<file path="src/rtl/vec_agen_pkg.sv">
// Shared types for the strided vector address generator.
package vec_agen_pkg;
    // Sequencer state: waiting for a command, or issuing elements.
    typedef enum logic {
        AG_IDLE = 1'b0,
        AG_RUN  = 1'b1
    } ag_state_t;
endpackage

</file>
<file path="src/rtl/vec_agen_strip.sv">
// Piece sequencer: tracks elements left in the whole vector and in the
// current piece. Issues the short leftover piece first, then full pieces.
// Assumes MAX_VL is a power of two and that load and step never coincide.
module vec_agen_strip #(
    parameter int LEN_W  = 16,
    parameter int MAX_VL = 64,
    localparam int VL_W  = $clog2(MAX_VL + 1),
    localparam int REM_W = $clog2(MAX_VL)
) (
    input  logic             clk,
    input  logic             rst_n,
    input  logic             load,
    input  logic [LEN_W-1:0] total_len,
    input  logic             step,
    output logic [VL_W-1:0]  piece_vl,
    output logic             last_elem
);
    localparam logic [VL_W-1:0] FULL = VL_W'(MAX_VL);

    logic [LEN_W-1:0] left_total;
    logic [VL_W-1:0]  left_piece;
    logic [VL_W-1:0]  vl_q;
    logic [REM_W-1:0] rem;
    logic [VL_W-1:0]  first_vl;

    // Length of the first piece: the leftover, or a full piece if none.
    always_comb begin
        rem      = total_len[REM_W-1:0];
        first_vl = (rem == '0) ? FULL : VL_W'(rem);
    end

    // Counts down the vector and piece totals on each accepted element.
    always_ff @(posedge clk) begin
        if (!rst_n) begin
            left_total <= '0;
            left_piece <= '0;
            vl_q       <= '0;
        end else if (load) begin
            left_total <= total_len;
            left_piece <= first_vl;
            vl_q       <= first_vl;
        end else if (step) begin
            left_total <= left_total - 1'b1;
            if (left_piece == VL_W'(1)) begin
                left_piece <= FULL;
                vl_q       <= FULL;
            end else begin
                left_piece <= left_piece - 1'b1;
            end
        end
    end

    assign piece_vl  = vl_q;
    assign last_elem = (left_total == LEN_W'(1));

    // without a load or step, the remaining count stays put.
    a_r10_count_hold: assert property (@(posedge clk) disable iff (!rst_n)
        (!load && !step) |=> $stable(left_total));
    // piece length changes only at a piece boundary.
    a_r5_vl_steady: assert property (@(posedge clk) disable iff (!rst_n)
        (step && left_piece != VL_W'(1)) |=> $stable(vl_q));
endmodule

</file>
<file path="src/rtl/vec_agen_addr.sv">
// Address accumulator: holds the current element address and the stride.
// Each step adds the signed stride, wrapping modulo 2^ADDR_W. The output
// is split into a low-order bank index and an in-bank row.
module vec_agen_addr #(
    parameter int ADDR_W = 32,
    parameter int BANK_W = 6,
    localparam int ROW_W = ADDR_W - BANK_W
) (
    input  logic              clk,
    input  logic              rst_n,
    input  logic              load,
    input  logic [ADDR_W-1:0] base,
    input  logic [ADDR_W-1:0] stride,
    input  logic              step,
    output logic [BANK_W-1:0] bank,
    output logic [ROW_W-1:0]  row,
    output logic [ADDR_W-1:0] stride_held
);
    logic [ADDR_W-1:0] addr_q;
    logic [ADDR_W-1:0] stride_q;

    // Loads the start address and stride, then advances one stride per step.
    always_ff @(posedge clk) begin
        if (!rst_n) begin
            addr_q   <= '0;
            stride_q <= '0;
        end else if (load) begin
            addr_q   <= base;
            stride_q <= stride;
        end else if (step) begin
            addr_q <= addr_q + stride_q;
        end
    end

    assign bank        = addr_q[BANK_W-1:0];
    assign row         = addr_q[ADDR_W-1:BANK_W];
    assign stride_held = stride_q;

    // the address does not move without a step or load.
    a_r6_addr_hold: assert property (@(posedge clk) disable iff (!rst_n)
        (!load && !step) |=> $stable(addr_q));
endmodule

</file>
<file path="src/rtl/vec_agen.sv">
// Strided vector address generator top. Accepts a command when idle, then
// issues one bank/row request per accepted handshake. The piece length
// rides along with every request. A one-cycle done pulse follows the last
// element. Commands arriving while busy are dropped.
module vec_agen #(
    parameter int ADDR_W = 32,
    parameter int BANK_W = 6,
    parameter int LEN_W  = 16,
    parameter int MAX_VL = 64,
    localparam int ROW_W = ADDR_W - BANK_W,
    localparam int VL_W  = $clog2(MAX_VL + 1)
) (
    input  logic              clk,
    input  logic              rst_n,
    input  logic              cmd_valid,
    input  logic [ADDR_W-1:0] cmd_base,
    input  logic [ADDR_W-1:0] cmd_stride,
    input  logic [LEN_W-1:0]  cmd_len,
    output logic              busy,
    output logic              req_valid,
    input  logic              req_ready,
    output logic [BANK_W-1:0] req_bank,
    output logic [ROW_W-1:0]  req_row,
    output logic [VL_W-1:0]   req_vl,
    output logic              done
);
    import vec_agen_pkg::*;

    ag_state_t         state;
    logic              accept;
    logic              start_run;
    logic              fire;
    logic              last_elem;
    logic              done_q;
    logic [ADDR_W-1:0] stride_held;

    // Handshake decode for command intake and request issue.
    always_comb begin
        accept    = cmd_valid && (state == AG_IDLE);
        start_run = accept && (cmd_len != '0);
        fire      = (state == AG_RUN) && req_ready;
    end

    // Moves between idle and issuing; raises done after the final element.
    always_ff @(posedge clk) begin
        if (!rst_n) begin
            state  <= AG_IDLE;
            done_q <= 1'b0;
        end else begin
            done_q <= (accept && cmd_len == '0) || (fire && last_elem);
            if (start_run)
                state <= AG_RUN;
            else if (fire && last_elem)
                state <= AG_IDLE;
        end
    end

    vec_agen_strip #(.LEN_W(LEN_W), .MAX_VL(MAX_VL)) u_strip (
        .clk       (clk),
        .rst_n     (rst_n),
        .load      (start_run),
        .total_len (cmd_len),
        .step      (fire),
        .piece_vl  (req_vl),
        .last_elem (last_elem)
    );

    vec_agen_addr #(.ADDR_W(ADDR_W), .BANK_W(BANK_W)) u_addr (
        .clk         (clk),
        .rst_n       (rst_n),
        .load        (start_run),
        .base        (cmd_base),
        .stride      (cmd_stride),
        .step        (fire),
        .bank        (req_bank),
        .row         (req_row),
        .stride_held (stride_held)
    );

    assign busy      = (state == AG_RUN);
    assign req_valid = (state == AG_RUN);
    assign done      = done_q;

    // the next address is the accepted one plus the held stride.
    a_r3_stride_step: assert property (@(posedge clk) disable iff (!rst_n)
        (fire && !last_elem) |=>
        ({req_row, req_bank} == $past({req_row, req_bank}) + $past(stride_held)));
    // a stalled request keeps its contents.
    a_r6_stall_hold: assert property (@(posedge clk) disable iff (!rst_n)
        (req_valid && !req_ready) |=>
        (req_valid && $stable(req_bank) && $stable(req_row) && $stable(req_vl)));
    // no gap between elements while the vector is unfinished.
    a_r7_no_bubble: assert property (@(posedge clk) disable iff (!rst_n)
        (fire && !last_elem) |=> req_valid);
    // done never overlaps a pending request.
    a_r8_done_idle: assert property (@(posedge clk) disable iff (!rst_n)
        done |-> !req_valid);
    // a zero-length command finishes on the next cycle with nothing issued.
    a_r9_zero_len: assert property (@(posedge clk) disable iff (!rst_n)
        (accept && cmd_len == '0) |=> (done && !req_valid));
    // piece length is always in range while issuing.
    a_r5_vl_range: assert property (@(posedge clk) disable iff (!rst_n)
        req_valid |-> (req_vl != '0 && req_vl <= VL_W'(MAX_VL)));
endmodule

</file>
<file path="config.mk">
export PLATFORM = sky130hd
export DESIGN_NAME = vec_agen
export DESIGN_NICKNAME = d
export VERILOG_FILES = /design/src/rtl/vec_agen_pkg.sv /design/src/rtl/vec_agen_strip.sv /design/src/rtl/vec_agen_addr.sv /design/src/rtl/vec_agen.sv
export SDC_FILE = /design/constraint.sdc
export NUM_CORES = 1
export LEC_CHECK = 0
export ABC_AREA = 1
export CAP_MARGIN = 0
export CELL_PAD_IN_SITES_DETAIL_PLACEMENT = 0
export CELL_PAD_IN_SITES_GLOBAL_PLACEMENT = 1
export CORE_MARGIN = 3
export CORE_UTILIZATION = 40
export CTS_BUF_LIST = sky130_fd_sc_hd__clkbuf_2 sky130_fd_sc_hd__clkbuf_4 sky130_fd_sc_hd__clkbuf_8
export CTS_CLUSTER_SIZE = 28
export DETAILED_ROUTE_END_ITERATION = 7
export GPL_TIMING_DRIVEN = 0
export MAX_ROUTING_LAYER = met4
export PLACE_DENSITY = 0.94
export REMOVE_ABC_BUFFERS = 1
export SLEW_MARGIN = 20
export SYNTH_ARGS = -nofsm -noshare
export SYNTH_HDL_FRONTEND = slang
export SYNTH_SLANG_ARGS = --single-unit
</file>
<file path="constraint.sdc">
create_clock -name clk -period 2.8 [get_ports clk]
set_input_delay 0.28 -clock clk [delete_from_list [all_inputs] [get_ports clk]]
set_output_delay 0.28 -clock clk [all_outputs]
set_load 0.02 [all_outputs]
</file>
==> flow_summary.toml <==
[status]
status = "finished clean"

[logic_synthesis]
synth.avg_cell_area_um2 = 6.11
syn_inst = 1094
synth_area_leaders = "dfxtp_1 (29%), nand2_1 (18%), inv_1 (8.1%), nand3_1 (8.0%), nor2_1 (7.9%)"
synth_edf_count = 0
netlist_area_um2 = 6680
synthFlopType = "dfxtp_1"
yosysWarnings = 0
synth-seq-cells = 96
synth_top_area_frac = 0.288
ys_async_sr_fraction = 0
synth_top_area_cell = "dfxtp_1"
yosysSeqAreaShare = 0.288
synth.distinct_cells = 39

[place]
numPlacedInstances = 1397
hpwl_um = 14000
io_buffers = 125
finalWeightedCongestion = 0.925
place_ws_ns = -0.615

[floorplanning]
die-area_um2 = 18300
initial_core_util = 0.415
coreArea_um2 = 16100
die_h_um = 135
die_w_um = 135
pin_count = 126
fp-row-count = 46

[cts]
clk_latency_ns = 0.38
hold_buffers = 0
cts_max_level = 3
clock_sinks = 96
cts-root-buf = "clkbuf_8"
path_clk_slew_ns = 0.10
cts_tree = "yes"
cts_made_buffers = 9
clockBufferDepth = 2

[sta]
fin_skew_ns = 0.0116
min_period_ns = 2.51
rsz0062_at_grt = "false"
finalSetupTns_ns = 0
fmax_mhz = 399
drv_slew = 0
finalSetupViolCount = 0
worst_slew_pin_slew_ns = 0.690
fin_crit_sh = 0.896
max-slew-margin-rel = 0.539
finalHoldViolations = 0
timing.final.ws_setup_ns = 0.291

[finish]
drive_gt1_frac = 0.0360
stdcell_count = 1411
finalNetCount = 1312
syn_to_final_growth_pct = 22.2
n_antenna_cell = 0

[setup_path]
cp_top_family = "simple AND/OR/NAND/NOR gates"
crit_type = "input pin to register"
cp_data_arrival_time_ns = 2.77
crit_buf_inv = 2
critPathMaxFanout = 95
critPathRequiredTime_ns = 3.06
crit_chain = "clkdlybuf4s50_1 > nor4_2 > nand3_2 > nand2_8 > inv_6 > nand2_1 > o21ai_1 > a21oi_1 > nor2_1"
cpPeakStageDelay_ns = 0.47
startpoint_type = "input pin"
end_kind = "register"
crit_slowest_cell = "nand2_8"

[worst_hold_path]
hold_class = "input pin to register"

[pwr]
share_seq_of_total_power = 0.444
powerDensity_nw_per_um2 = 434
p_int_mw = 2.28
power.leakage_nw = 3.90
clockPowerShare = 0.234
swShare = 0.356
totalPowerFinal_mw = 3.54
p_comb_frac = 0.322
ir_drop_mv = 0.250
switchingPower_mw = 1.26

[drt]
drt_iter0_drc = 410
wl_per_cell_um = 13.6
dr_total_vias = 6983
dr.pass1.iters = 5
drt-vias-per-instance = 4.95
wirelength_um = 19200
drcViolationCount = 0
ant_nets = 0

[global_route]
overflow = 0
antenna_found_initial = 0
grt_max_degree = 96
grt_use_total = 0.216
grt_pass1_wl_um = 31400
grt_pass1_vias = 6518

[flow_run]
maxCapViolations = 0
[Yosys cell counts, types with 2 or more instances]
library cell	n
nand3b_1	6
buf_4	3
inv_1	144
clkbuf_1	16
o211ai_1	11
nand4_1	8
or2_2	12
o21bai_1	3
inv_2	3
a21oi_1	57
nor2_1	140
dfxtp_1	96
buf_2	10
xor2_1	10
nor3_2	3
o21ai_0	49
a31oi_1	19
buf_1	2
nand2_1	322
ha_1	35
nor3_1	6
nand3_1	107
o21a_1	2
buf_6	7
xnor2_1	4
o21ai_1	6
[layout make-up]
class | instances | area, um^2
clock buffer | 9 | 124
clock inverter | 5 | 35.0
fill | 1737 | 7950
inverter | 148 | 562
multi-input combinational | 811 | 3990
sequential | 96 | 1920
tap | 216 | 270
timing repair buffer | 126 | 1270
[layer usage]
metal	vias up	wire [um]	GRT usage	part of all wire
li1	3678	-	-	-
met2	138	8800	0.349	0.46
met1	3140	9180	0.282	0.48
met4	0	345	0.0644	0.018
met5	-	0	-	0
met3	27	868	0.0316	0.045
[final timing paths]
check                       from                     end  slack [ns]  depth (start not counted)
min reg2reg  u_strip.piece_vl[1]     u_strip.piece_vl[1]        0.47                          2
min                        rst_n  u_strip.left_total[14]        0.32                          3
max reg2reg                 busy   u_strip.left_piece[5]        0.32                          9
max                  cmd_len[11]   u_strip.left_total[1]        0.29                          9
[repair_timing]
item	CTS	global route
setup endpoints to repair	22	0
setup buffers	0	0
gates resized for setup	2	0
[tightest hold or removal path: stages]
cell and delay, ns:
buf_2 0.24, nand2_1 0.12, inv_1 0.03
[sequential cells by signal (all words and copies together), names as in the netlist]
name and flops:
u_addr.addr_q 32, u_strip.left_piece 7, u_addr.stride_held 32, busy 1, u_strip.piece_vl 7, done 1, u_strip.left_total 16
[cells by family after synthesis]
group           Yosys count  synth area share
compound gates          149             0.122
flops                    96             0.288
fa+ha+maj                36            0.0685
buf+inv                 187             0.118
simple gates            612             0.385
xor+xnor                 14            0.0183
[cells in the final DEF, fill, tap and decap left out, types with 11 or more instances in the layout]
| cell | count |
|---|---|
| nand3_1 | 107 |
| a31oi_1 | 19 |
| o211ai_1 | 11 |
| nor2_1 | 140 |
| a21oi_1 | 57 |
| nand2_1 | 321 |
| dfxtp_1 | 96 |
| clkdlybuf4s50_1 | 124 |
| inv_1 | 143 |
| ha_1 | 35 |
| or2_2 | 12 |
| o21ai_0 | 49 |
[through the flow]
| step | hold slack [ns] | instance area, um^2 | utilization |
|---|---|---|---|
| 3_5_place_dp | 0.455 | 8000 | 0.496 |
| 2_1_floorplan | 0.378 | 6450 | - |
| 5_1_grt | 0.318 | 8170 | 0.507 |
| 3_3_place_gp | 0.450 | 7970 | 0.495 |
| 4_1_cts | 0.314 | 8170 | 0.507 |
| 6_report | 0.319 | 8170 | 0.507 |
[power by group through the flow]
stage | clock network, mW | logic, mW | registers, mW
2_1_floorplan | 0 | 0.673 | 1.64
3_3_place_gp | 0 | 1.13 | 1.60
3_5_place_dp | 0 | 1.14 | 1.60
4_1_cts | 0.855 | 1.15 | 1.57
5_1_grt | 0.913 | 1.29 | 1.59
6_report | 0.829 | 1.14 | 1.57
(Power assumes the default switching activity.)
